$ cat src/rtl/hbd_pkg.sv
package hbd_pkg;
  localparam int unsigned HBD_NCH = 2;
  typedef enum logic {
    CH_B = 1'b0,
    CH_A = 1'b1
  } hbd_chan_e;
endpackage

$ cat src/rtl/hbd_sync.sv
// Two-flop level synchronizer with a selectable reset level.
module hbd_sync #(
  parameter int unsigned W       = 1,
  parameter logic [W-1:0] RST_VAL = '1
) (
  input  logic         clk,
  input  logic         rst_n,
  input  logic [W-1:0] d,
  output logic [W-1:0] q
);
  logic [W-1:0] meta_q;
  logic [W-1:0] sync_q;

  always_ff @(posedge clk or negedge rst_n) begin
    if (!rst_n) begin
      meta_q <= RST_VAL;
      sync_q <= RST_VAL;
    end else begin
      meta_q <= d;
      sync_q <= meta_q;
    end
  end

  assign q = sync_q;
endmodule

$ cat src/rtl/hbd_edge.sv
// Edge detection on the synchronized host strobes, gated by chip select.
module hbd_edge (
  input  logic clk,
  input  logic rst_n,
  input  logic cs_s_n,
  input  logic wr_s_n,
  input  logic rd_s_n,
  output logic wr_done,
  output logic rd_start
);
  logic wr_d_q, rd_d_q;
  logic wr_d_nx, rd_d_nx;

  always_comb begin
    wr_d_nx = wr_s_n;
    rd_d_nx = rd_s_n;
  end

  always_ff @(posedge clk or negedge rst_n) begin
    if (!rst_n) begin
      wr_d_q <= 1'b1;
      rd_d_q <= 1'b1;
    end else begin
      wr_d_q <= wr_d_nx;
      rd_d_q <= rd_d_nx;
    end
  end

  // Write completes on the rising strobe edge; read starts on the falling one.
  assign wr_done  = !cs_s_n &&  wr_s_n && !wr_d_q;
  assign rd_start = !cs_s_n && !rd_s_n &&  rd_d_q;
endmodule

$ cat src/rtl/hbd_chan_port.sv
// Per-channel strobe generation, broadcast flag and status registers.
module hbd_chan_port #(
  parameter int unsigned       AW       = 3,
  parameter logic [AW-1:0]     MODE_IDX = '1,
  parameter hbd_pkg::hbd_chan_e CH_ID   = hbd_pkg::CH_B
) (
  input  logic          clk,
  input  logic          rst_n,
  input  logic          wr_done,
  input  logic          rd_start,
  input  logic          chan_sel,
  input  logic          bcast,
  input  logic [AW-1:0] addr,
  input  logic          din_lsb,
  input  logic          irq_in,
  input  logic          txrdy_n_in,
  output logic          wr_stb,
  output logic          rd_stb,
  output logic          mode,
  output logic          irq_out,
  output logic          txrdy_n_out
);
  logic picked;
  logic wr_stb_q, rd_stb_q, mode_q, irq_q, txrdy_n_q;
  logic wr_stb_nx, rd_stb_nx, mode_nx;
  logic mode_en;

  assign picked = (chan_sel == logic'(CH_ID));

  always_comb begin
    wr_stb_nx = wr_done && (picked || bcast);
    rd_stb_nx = rd_start && picked;
    mode_en   = wr_stb_nx && (addr == MODE_IDX);
    mode_nx   = mode_en ? din_lsb : mode_q;
  end

  always_ff @(posedge clk or negedge rst_n) begin
    if (!rst_n) begin
      wr_stb_q  <= 1'b0;
      rd_stb_q  <= 1'b0;
      mode_q    <= 1'b0;
      irq_q     <= 1'b0;
      txrdy_n_q <= 1'b1;
    end else begin
      wr_stb_q  <= wr_stb_nx;
      rd_stb_q  <= rd_stb_nx;
      if (mode_en) begin
        mode_q <= mode_nx;
      end
      irq_q     <= irq_in;
      txrdy_n_q <= txrdy_n_in;
    end
  end

  assign wr_stb      = wr_stb_q;
  assign rd_stb      = rd_stb_q;
  assign mode        = mode_q;
  assign irq_out     = irq_q;
  assign txrdy_n_out = txrdy_n_q;
endmodule

$ cat src/rtl/hbus_dual_decoder.sv
module hbus_dual_decoder #(
  parameter int unsigned   AW       = 3,
  parameter int unsigned   DW       = 8,
  parameter logic [AW-1:0] MODE_IDX = '1
) (
  input  logic          clk,
  input  logic          rst_n,
  input  logic          hb_cs_n,
  input  logic          hb_chan_sel,
  input  logic [AW-1:0] hb_addr,
  input  logic          hb_wr_n,
  input  logic          hb_rd_n,
  input  logic [DW-1:0] hb_din,
  output logic [DW-1:0] hb_dout,
  output logic          hb_oe,
  output logic [AW-1:0] ch_addr,
  output logic [AW-1:0] ch_waddr,
  output logic [DW-1:0] ch_wdata,
  output logic          cha_wr_stb,
  output logic          cha_rd_stb,
  input  logic [DW-1:0] cha_rdata,
  output logic          chb_wr_stb,
  output logic          chb_rd_stb,
  input  logic [DW-1:0] chb_rdata,
  input  logic          cha_irq,
  input  logic          chb_irq,
  input  logic          cha_txrdy_n,
  input  logic          chb_txrdy_n,
  output logic          irq_a,
  output logic          irq_b,
  output logic          txrdy_a_n,
  output logic          txrdy_b_n
);
  import hbd_pkg::*;
  localparam int unsigned NCH = HBD_NCH;

  // Reset: asserted asynchronously, released through two flops.
  logic rst_m_q, rst_sn;
  always_ff @(posedge clk or negedge rst_n) begin
    if (!rst_n) begin
      rst_m_q <= 1'b0;
      rst_sn  <= 1'b0;
    end else begin
      rst_m_q <= 1'b1;
      rst_sn  <= rst_m_q;
    end
  end

  // Strobes and chip select into the clock domain.
  logic [2:0] ctl_s;
  hbd_sync #(.W(3), .RST_VAL(3'b111)) u_sync (
    .clk   (clk),
    .rst_n (rst_sn),
    .d     ({hb_cs_n, hb_wr_n, hb_rd_n}),
    .q     (ctl_s)
  );

  logic wr_done, rd_start;
  hbd_edge u_edge (
    .clk      (clk),
    .rst_n    (rst_sn),
    .cs_s_n   (ctl_s[2]),
    .wr_s_n   (ctl_s[1]),
    .rd_s_n   (ctl_s[0]),
    .wr_done  (wr_done),
    .rd_start (rd_start)
  );

  // Per-channel slices; index 1 is channel A, index 0 is channel B.
  logic [NCH-1:0] mode_q;
  logic [NCH-1:0] wr_stb, rd_stb, irq_in, irq_out, txn_in, txn_out;
  logic           bcast;

  assign bcast  = |mode_q;
  assign irq_in = {cha_irq, chb_irq};
  assign txn_in = {cha_txrdy_n, chb_txrdy_n};

  for (genvar g = 0; g < NCH; g++) begin : g_chan
    hbd_chan_port #(
      .AW       (AW),
      .MODE_IDX (MODE_IDX),
      .CH_ID    ((g == 1) ? CH_A : CH_B)
    ) u_port (
      .clk         (clk),
      .rst_n       (rst_sn),
      .wr_done     (wr_done),
      .rd_start    (rd_start),
      .chan_sel    (hb_chan_sel),
      .bcast       (bcast),
      .addr        (hb_addr),
      .din_lsb     (hb_din[0]),
      .irq_in      (irq_in[g]),
      .txrdy_n_in  (txn_in[g]),
      .wr_stb      (wr_stb[g]),
      .rd_stb      (rd_stb[g]),
      .mode        (mode_q[g]),
      .irq_out     (irq_out[g]),
      .txrdy_n_out (txn_out[g])
    );
  end

  // Write address/data captured alongside the write strobes.
  logic [AW-1:0] waddr_q, waddr_nx;
  logic [DW-1:0] wdata_q, wdata_nx;

  always_comb begin
    waddr_nx = hb_addr;
    wdata_nx = hb_din;
  end

  always_ff @(posedge clk or negedge rst_sn) begin
    if (!rst_sn) begin
      waddr_q <= '0;
      wdata_q <= '0;
    end else if (wr_done) begin
      waddr_q <= waddr_nx;
      wdata_q <= wdata_nx;
    end
  end

  // Read path is combinational so data is valid for the whole strobe.
  logic [DW-1:0] sel_rdata;
  always_comb begin
    sel_rdata = hb_chan_sel ? cha_rdata : chb_rdata;
    if (hb_addr == MODE_IDX) begin
      sel_rdata = {{(DW-1){1'b0}}, mode_q[hb_chan_sel]};
    end
  end

  assign hb_dout    = sel_rdata;
  assign hb_oe      = !hb_cs_n && !hb_rd_n;
  assign ch_addr    = hb_addr;
  assign ch_waddr   = waddr_q;
  assign ch_wdata   = wdata_q;
  assign cha_wr_stb = wr_stb[1];
  assign chb_wr_stb = wr_stb[0];
  assign cha_rd_stb = rd_stb[1];
  assign chb_rd_stb = rd_stb[0];
  assign irq_a      = irq_out[1];
  assign irq_b      = irq_out[0];
  assign txrdy_a_n  = txn_out[1];
  assign txrdy_b_n  = txn_out[0];
endmodule

$ cat config.mk
export PLATFORM = sky130hd
export DESIGN_NAME = hbus_dual_decoder
export DESIGN_NICKNAME = d
export VERILOG_FILES = /design/src/rtl/hbd_pkg.sv /design/src/rtl/hbd_sync.sv /design/src/rtl/hbd_edge.sv /design/src/rtl/hbd_chan_port.sv /design/src/rtl/hbus_dual_decoder.sv
export SDC_FILE = /design/constraint.sdc
export NUM_CORES = 1
export LEC_CHECK = 0
export ABC_AREA = 1
export CELL_PAD_IN_SITES_DETAIL_PLACEMENT = 0
export CELL_PAD_IN_SITES_GLOBAL_PLACEMENT = 2
export CORE_ASPECT_RATIO = 2
export CORE_UTILIZATION = 21
export CTS_CLUSTER_SIZE = 12
export DETAILED_ROUTE_END_ITERATION = 8
export PLACE_DENSITY_LB_ADDON = 0.05
export SETUP_SLACK_MARGIN = 0.3
export SYNTH_ARGS = -nofsm -noshare
export SYNTH_HDL_FRONTEND = slang
export SYNTH_SLANG_ARGS = --single-unit
$ cat constraint.sdc
create_clock -name clk -period 1.31 [get_ports clk]
set_clock_uncertainty 0.15 [all_clocks]
set_input_delay 0.1965 -clock clk [delete_from_list [all_inputs] [get_ports clk]]
set_output_delay 0.1965 -clock clk [all_outputs]
set_load 0.02 [all_outputs]
# After elaboration in Yosys (flattened, before gate mapping)
# Index checks and enable logic that the tools add are counted.
[word_totals]
ff_bits = 31
latchBits = 0
mem_bits_rw = 0
mem_bits_ro = 0
input_bits = 37
output_inout_bits = 31
mem_count = 0
[op_classes]
addsub = 0
mul = 0
div = 0
order_cmp = 1
n_eq_ne = 1
n_shift = 0
mux = 4
n_bitwise = 1
reduce_logical = 19
[op_table]
columns = ["operator", "count"]
rows = [
  ["two-way mux 8 bit", 2],
  ["logical AND 1 bit", 11],
  ["logical NOT 1 bit", 5],
  ["equality test 3 bit (second input constant)", 1],
  ["logical OR 1 bit", 2],
  ["less-than comparator 1 x 2 -> 1 bit (second input constant)", 1],
  ["two-way mux 1 bit", 2],
  ["OR reduction 2 bit", 1],
  ["NOT 1 bit", 1],
]

# Depth between registers and ports, before layout
# Gate-level depths: netlist of run 1.
[depth]
word_depth = 5
ltp_mapped = 7
mapped_depth_nobuf = 6

# Hierarchy
# A second synthesis of run 1 with hierarchy kept.
[hier_totals]
cells_unflattened = 150
area_unflattened_um2 = 1317.5
[by_module_without_submodules]
columns = ["mod", "n_inst", "cells_each", "area_each_um2"]
rows = [
  ["hbus_dual_decoder", 1, 102, 721.9],
  ["hbd_chan_port (g_chan[0].u_port)", 1, 17, 185.2],
  ["hbd_chan_port (g_chan[1].u_port)", 1, 17, 175.2],
  ["hbd_sync", 1, 6, 157.7],
  ["hbd_edge", 1, 8, 77.6],
]

# Least setup slack after synthesis of run 1
# No wires, ideal clock.
[synth_path]
kind = "register to register"
from = "reg u_sync.sync_q[1] (netlist: u_sync.q[1])"
to = "reg waddr_q[1] (netlist: ch_waddr[1])"
arrival_ns = 0.980
required_ns = 1.043
slack_ns = 0.063
stages_incl_launch_ff = 7
synth_period_minus_slack_ns = 1.247
path_cell_list = "dfstp_2 > nand2_2 > nor2_8 > inv_4 > buf_6 > nand2_1 > nand2_1"
[synth_via]
elab_chain_cells = 2
[synth_lines]
columns = ["item", "line_no", "text"]
rows = [
  ["start: declaration", "hbd_sync.sv:12", "logic [W-1:0] sync_q;"],
  ["start signal: assignment", "hbd_sync.sv:20", "sync_q <= meta_q;"],
  ["logical AND 1 bit (2 in series)", "hbd_edge.sv:30", "assign wr_done = !cs_s_n && wr_s_n && !wr_d_q;"],
  ["end signal: assignment", "hbus_dual_decoder.sv:116", "waddr_q <= waddr_nx;"],
  ["end: declaration", "hbus_dual_decoder.sv:103", "logic [AW-1:0] waddr_q, waddr_nx;"],
]
# Every way passes these cells.
# A chain may end at the register's enable or synchronous reset.

# Final worst setup path of run 1
[layout_path]
from = "reg g_chan[0].u_port.mode_q"
to = "out hb_dout[0]"
[layout_via]
elab_chain_cells = 3
[layout_lines]
columns = ["item", "line_no", "text"]
rows = [
  ["start: declaration", "hbd_chan_port.sv:24", "logic wr_stb_q, rd_stb_q, mode_q, irq_q, txrdy_n_q;"],
  ["start signal: assignment", "hbd_chan_port.sv:48", "mode_q <= mode_nx;"],
  ["two-way mux 1 bit (not written as such) (2 in series)", "hbus_dual_decoder.sv:126", "sel_rdata = {{(DW-1){1'b0}}, mode_q[hb_chan_sel]};"],
  ["two-way mux 8 bit", "hbus_dual_decoder.sv:125", "if (hb_addr == MODE_IDX) begin"],
  ["end: declaration", "hbus_dual_decoder.sv:14", "output logic [DW-1:0] hb_dout,"],
]
# Every way passes these cells. The select of a mux whose other input is x is not followed.

==> flow_metrics.tcl, run 1 <==
set metrics [dict create \
    fmax_ghz 0.677 \
    dr.pass1.iters 6 \
    crit_fanout 2 \
    setup_viol 2 \
    grt_use_total_pct 12.9 \
    power_density_nw_per_um2 1200 \
    r2r_slack_ns -0.02 \
    p_seq_share_pct 36.8 \
    fin_ws_ns -0.168 \
    core_sq_um 5760 \
    synth_top_area_share_pct 41.2 \
    path_common_cell "o21ai_2" \
    synth_top_cell_by_area "dfrtp_1" \
    max_stage_delay_ns 0.38 \
    grt_pass1_wl_um 6350 \
    synth_common_cells "nand2_1 (71), dfrtp_1 (21), dfstp_2 (10), inv_1 (8), buf_4 (5)" \
    synthDistinctLibCells 19 \
    slew_violations 0 \
    synth_area_leaders "dfrtp_1 (41%), nand2_1 (21%), dfstp_2 (21%)" \
    final_area_sq_um 2580 \
    dieArea_sq_um 6410 \
    ctsRootBufferMaster "clkbuf_16" \
    cp.arrival_ns 1.13 \
    critical_path.slowest_cell "dfrtp_1" \
    diodes 0 \
    leakage_uw 0.00131 \
    antenna_found_initial 0 \
    whs_ns -0.00390 \
    h-tree-depth 2 \
    cts_tree "built" \
    place_congestion 0.643 \
    cp-end-kind "output port" \
    yosysSeqAreaShare_pct 61.8 \
    placed_cell_area_sq_um 2110 \
    yosysMostFrequentCell "nand2_1" \
    port_buffers 67 \
    synth_nets 177 \
    fin_setup_tns_ns -0.192 \
    rsz0062_at_grt "yes" \
    finalHoldViolCount 4 \
    required_ns 0.96 \
    path_clk_slew_ns 0.05 \
    grt_pass1_vias 1357 \
    area_growth_pct 102 \
    violations "DRC, hold timing, setup timing" \
    grt_max_degree 19 \
    avgSynthCellArea_sq_um 9.11 \
    ios 68 \
    vias_per_cell 4.13 \
    nFillCells 595 \
    timing.final.crit_share_pct 113 \
    die_h_um 112 \
    status "finished with violations" \
    initial_core_util_pct 22.1 \
    synth-main-ff-cell "dfrtp_1" \
    ys_warn_count 0 \
    final_core_util_pct 44.7 \
    grt_overflow 0 \
    cts_buffers 5 \
    via_count 1268 \
    drtIter0Drc 58 \
    drive_gt1_share_pct 56.9 \
    pwr-share-clk_pct 35.2 \
    p_int_uw 2240 \
    power_frac_comb_pct 27.9 \
    synth_edf_count 0 \
    crit_type "flip-flop to output port" \
    dp_hpwl_um 2540 \
    rows 39 \
    sw_frac_of_total_pct 27.3 \
    synthCells 140 \
    wl_per_cell_um 12.3 \
    crit_chain "or2_4, o21ai_2, o21ai_2, buf_6" \
    ys_ff_latch 31 \
    ys_async_sr_fraction_pct 100 \
    p_sw_uw 842 \
    die_w_um 57.1 \
    wl_um 3790 \
    peakVddDrop_uv 1000 \
    fin_crit_ns 1.48 \
    hp-class "flip-flop to asynchronous set/reset pin" \
    clockBufferDepth 2 \
    maxCapViolations 0 \
    layout.nets 282 \
    clk-insertion-delay-late_ns 0.27 \
    syn_area_sq_um 1270 \
    drt.antenna.violating_nets 0 \
    drc_errors 12 \
    clock_sinks 31 \
    cp-start-kind "flip-flop" \
]
-- sequential cells by signal (all words and copies together) (netlist names) --
register / cells
ch_waddr: 3
ch_wdata: 8
g_chan.u_port.irq_out: 2
g_chan.u_port.mode: 2
g_chan.u_port.rd_stb: 2
g_chan.u_port.txrdy_n_out: 2
g_chan.u_port.wr_stb: 2
rst_m_q: 1
rst_sn: 1
u_edge.rd_d_q: 1
u_edge.wr_d_q: 1
u_sync.meta_q: 3
u_sync.q: 3
-- metal layers --
layer	global-route usage, %	up-vias	routed length [um]
met5	0	-	0
met4	5.37	0	29
met3	2.76	2	263
met2	24.5	50	2260
met1	12.9	588	1230
li1	-	628	-
-- through the flow --
stage          cells  total power (uW)  setup slack (ns)
2_1_floorplan    140              1420            0.0711
3_3_place_gp     276              1790            -0.834
3_5_place_dp     276              1800            -0.855
4_1_cts          299              3050            -0.170
5_1_grt          307              3250            -0.211
6_report         307              3080            -0.168
-- final timing paths --
path                                  startpoint                        to  depth (start not counted)
max in group asynchronous                  rst_n                    rst_sn                          2
hold reg to reg                           rst_sn  g_chan[1].u_port.irq_out                          0
hold / removal                            rst_sn  g_chan[1].u_port.irq_out                          0
setup reg to reg           g_chan[0].u_port.mode     g_chan[1].u_port.mode                          7
min in group clk                      hb_addr[1]               ch_waddr[1]                          4
setup / recovery           g_chan[0].u_port.mode                hb_dout[0]                          4
-- final cells by class --
class                   instances  area [sq um]  share of cell area (%)
clock buffers                   6           129                    5.00
clock inverters                 2          12.5                   0.486
inverters                      12          60.1                    2.33
multi-input cells              91           519                    20.2
flip-flops and latches         31           790                    30.6
well taps                      61          76.3                    2.96
repair buffers                102           973                    37.8
repair inverters                2          16.3                   0.631
-- kinds of logic after synthesis --
group / synth area share (%)
simple gates: 27.4
flops: 61.8
buf+inv: 7.95
compound gates: 2.55
other cells: 0.294
-- cell usage in the layout (no fill, tap or decap), types with 3 or more instances in the layout --
cell / instances
clkdlybuf4s50_1: 16
buf_6: 36
clkbuf_16: 5
dlygate4sd2_1: 15
nand2_2: 22
nor2_1: 3
nand2_4: 5
buf_4: 28
nor2_4: 3
dfstp_2: 10
dfrtp_1: 20
buf_2: 3
nand2_1: 45
inv_2: 9
-- timing repair --
action                                 4_1_cts  5_1_grt
hold buffers                                 1        0
pin swaps                                   29        6
setup endpoints to repair                   48       43
gates resized for setup                    251       14
endpoints found under the hold margin        2        0
buffers inserted                            10        8
gates cloned                                 4        0
-- worst max-delay path: cells and delay by family (launching register included) --
family	cells	cell delay, ns
buffers and inverters	1	0.13
and+or+nand+nor	1	0.23
DFF	1	0.38
AOI/OAI and AO/OA	2	0.13
-- power groups by stage --
| stage | Combinational [uW] | Clock, uW | Sequential (uW) |
|---|---|---|---|
| finish | 861 | 1090 | 1130 |
| global route | 928 | 1170 | 1150 |
| CTS | 783 | 1130 | 1140 |
| detailed placement | 669 | 0 | 1130 |
| global placement | 662 | 0 | 1130 |
| floorplan | 201 | 0 | 1210 |
Power figures use the tool's default switching activity.
==> run 2: changes to the inputs <==
CORE_MARGIN = 4   (was not set)
==> run 2 against run 1 <==
Against the previous run:
- the flow finishes with violations (setup timing)
- register-to-register slack better by 0.04 ns
- critical path depth unchanged
- sequential share of layout area up 0.47 points
- critical path type unchanged
==> flow_metrics.tcl, run 2 (synthesis gave the netlist of run 1 again) <==
set metrics [dict create \
    place_congestion 0.626 \
    drc_errors 0 \
    regArea_sq_um 790 \
    clockBufferDepth 2 \
    multi_input_area_sq_um 541 \
    h-tree-depth 2 \
    dieArea_sq_um 7460 \
    final_cell_mix "nand2_1 (43), buf_6 (32), buf_4 (26), nand2_2 (20), dfrtp_1 (20)" \
    wl_um 3660 \
    power_density_nw_per_um2 1190 \
    worstSetupStartpoint "g_chan[0].u_port.mode" \
    area_growth_pct 99.0 \
    required_ns 0.96 \
    drt.antenna.violating_nets 0 \
    p_seq_share_pct 37.6 \
    fin_ws_ns -0.154 \
    port_buffers 67 \
    r2r_slack_ns 0.02 \
    leakage_uw 0.00129 \
    grt_max_degree 20 \
    core_sq_um 5810 \
    status "finished with violations" \
    initial_core_util_pct 22.0 \
    clock_sinks 31 \
    cp-end-kind "output port" \
    nFillCells 599 \
    wl_per_cell_um 12.2 \
    violations "setup timing" \
    layout.nets 275 \
    max_stage_delay_ns 0.37 \
    rsz0062_at_grt "yes" \
    cp.arrival_ns 1.12 \
    slew_violations 0 \
    place_ws_ns -0.822 \
    fin_crit_ns 1.46 \
    dp_hpwl_um 2760 \
    ios 68 \
    p_int_uw 2200 \
    crit_type "flip-flop to output port" \
    die_h_um 118 \
    ctsRootBufferMaster "clkbuf_16" \
    hp-class "flip-flop to asynchronous set/reset pin" \
    crit_fanout 2 \
    r2r-end "ch_waddr[0]" \
    path_common_cell "o21ai_2" \
    dr.pass1.iters 2 \
    pwr-share-clk_pct 35.7 \
    crit_chain "or2_4, o21ai_2, o21ai_2, buf_6" \
    crit_end "hb_dout[0]" \
    diodes 0 \
    drtIter0Drc 37 \
    grt_use_total_pct 10.6 \
    cts_tree "built" \
    finalHoldViolCount 0 \
    largest_reg_flops 8 \
    fmax_ghz 0.683 \
    final_common_cell "nand2_1" \
    vias_per_cell 4.06 \
    cp-start-kind "flip-flop" \
    r2r_start "u_sync.q[1]" \
    die_w_um 63.1 \
    final_core_util_pct 43.7 \
    critical_path.slowest_cell "dfrtp_1" \
    grt_overflow 0 \
    path_clk_slew_ns 0.05 \
    setup_viol 1 \
    drive_gt1_share_pct 56.5 \
    grt_pass1_wl_um 6210 \
    sw_frac_of_total_pct 27.1 \
    rows 39 \
    p_sw_uw 816 \
    via_count 1217 \
    peakVddDrop_uv 757 \
    maxCapViolations 0 \
    timing.final.crit_share_pct 112 \
    clk-insertion-delay-late_ns 0.27 \
    antenna_found_initial 0 \
    power_frac_comb_pct 26.6 \
    reg2reg_depth 5 \
    grt_pass1_vias 1375 \
    cts_buffers 5 \
]
run 2: how the worst min path moves through the flow:
| stage | slack, ns | start | end | depth (start not counted) |
|---|---|---|---|---|
| 2_1_floorplan | -0.25 | rst_n | rst_m_q | 0 |
| 3_5_place_dp | 0.05 | rst_sn | g_chan[1].u_port.irq_out | 0 |
| 4_1_cts | 0.04 | hb_addr[0] | ch_waddr[0] | 3 |
| 5_1_grt | 0.06 | hb_addr[0] | ch_waddr[0] | 3 |
| 6_report | 0.04 | rst_sn | g_chan[1].u_port.irq_out | 0 |
| 3_3_place_gp | 0.05 | rst_sn | g_chan[0].u_port.irq_out | 0 |
run 2: critical path: cells and delay by family (launching register included):
kind | cells | cell delay, ns
flip-flops | 1 | 0.37
AND/OR/NAND/NOR | 1 | 0.23
AO/OA/AOI/OAI | 2 | 0.13
buffers and inverters | 1 | 0.12
run 2: through the flow:
stage | TNS [ns] | instance area [sq um] | hold slack (ns) | cells | power [uW]
after detailed placement | -8.95 | 2120 | 0.0530 | 278 | 1800
after global placement | -8.69 | 2120 | 0.0489 | 278 | 1800
after CTS | -0.175 | 2470 | 0.0403 | 294 | 3020
final | -0.154 | 2540 | 0.0404 | 300 | 3010
after floorplan | 0 | 1290 | -0.249 | 140 | 1420
after global routing | -0.488 | 2540 | 0.0589 | 300 | 3190
run 2: metal layers:
layer | global-route usage [%] | part of all wire [%] | routed length [um] | up-vias
li1 | - | - | - | 612
met1 | 9.18 | 33 | 1220 | 555
met2 | 21.3 | 58 | 2140 | 45
met3 | 3.04 | 6.3 | 232 | 5
met4 | 4.98 | 1.9 | 69 | 0
met5 | 0 | 0 | 0 | -
run 2: cell type report:
type | instances | area share (%)
tap | 61 | 3.01
timing repair buffer | 96 | 36.4
inverter | 12 | 2.27
clock inverter | 2 | 0.493
sequential | 31 | 31.1
multi-input combinational | 91 | 21.3
timing repair inverter | 1 | 0.345
clock buffer | 6 | 5.08
run 2: power groups by stage:
| stage | sequential, uW | clock (uW) | combinational [uW] |
|---|---|---|---|
| global route | 1150 | 1180 | 865 |
| global placement | 1130 | 0 | 666 |
| floorplan | 1210 | 0 | 201 |
| CTS | 1140 | 1130 | 754 |
| finish | 1130 | 1080 | 803 |
| detailed placement | 1130 | 0 | 670 |
run 2: repair_timing:
item / CTS / global route
hold buffers: 1 / 0
endpoints found under the setup margin: 48 / 42
gates cloned: 2 / 0
gates resized for setup: 260 / 5
buffers inserted: 5 / 6
endpoints found under the hold margin: 2 / 0
pin swaps: 27 / 7
==> run 3: changes to the inputs <==
CTS_CLUSTER_DIAMETER = 60   (was not set)
==> results of run 3 <==
The final DEF is identical to that of run 2; final timing and power are the same.
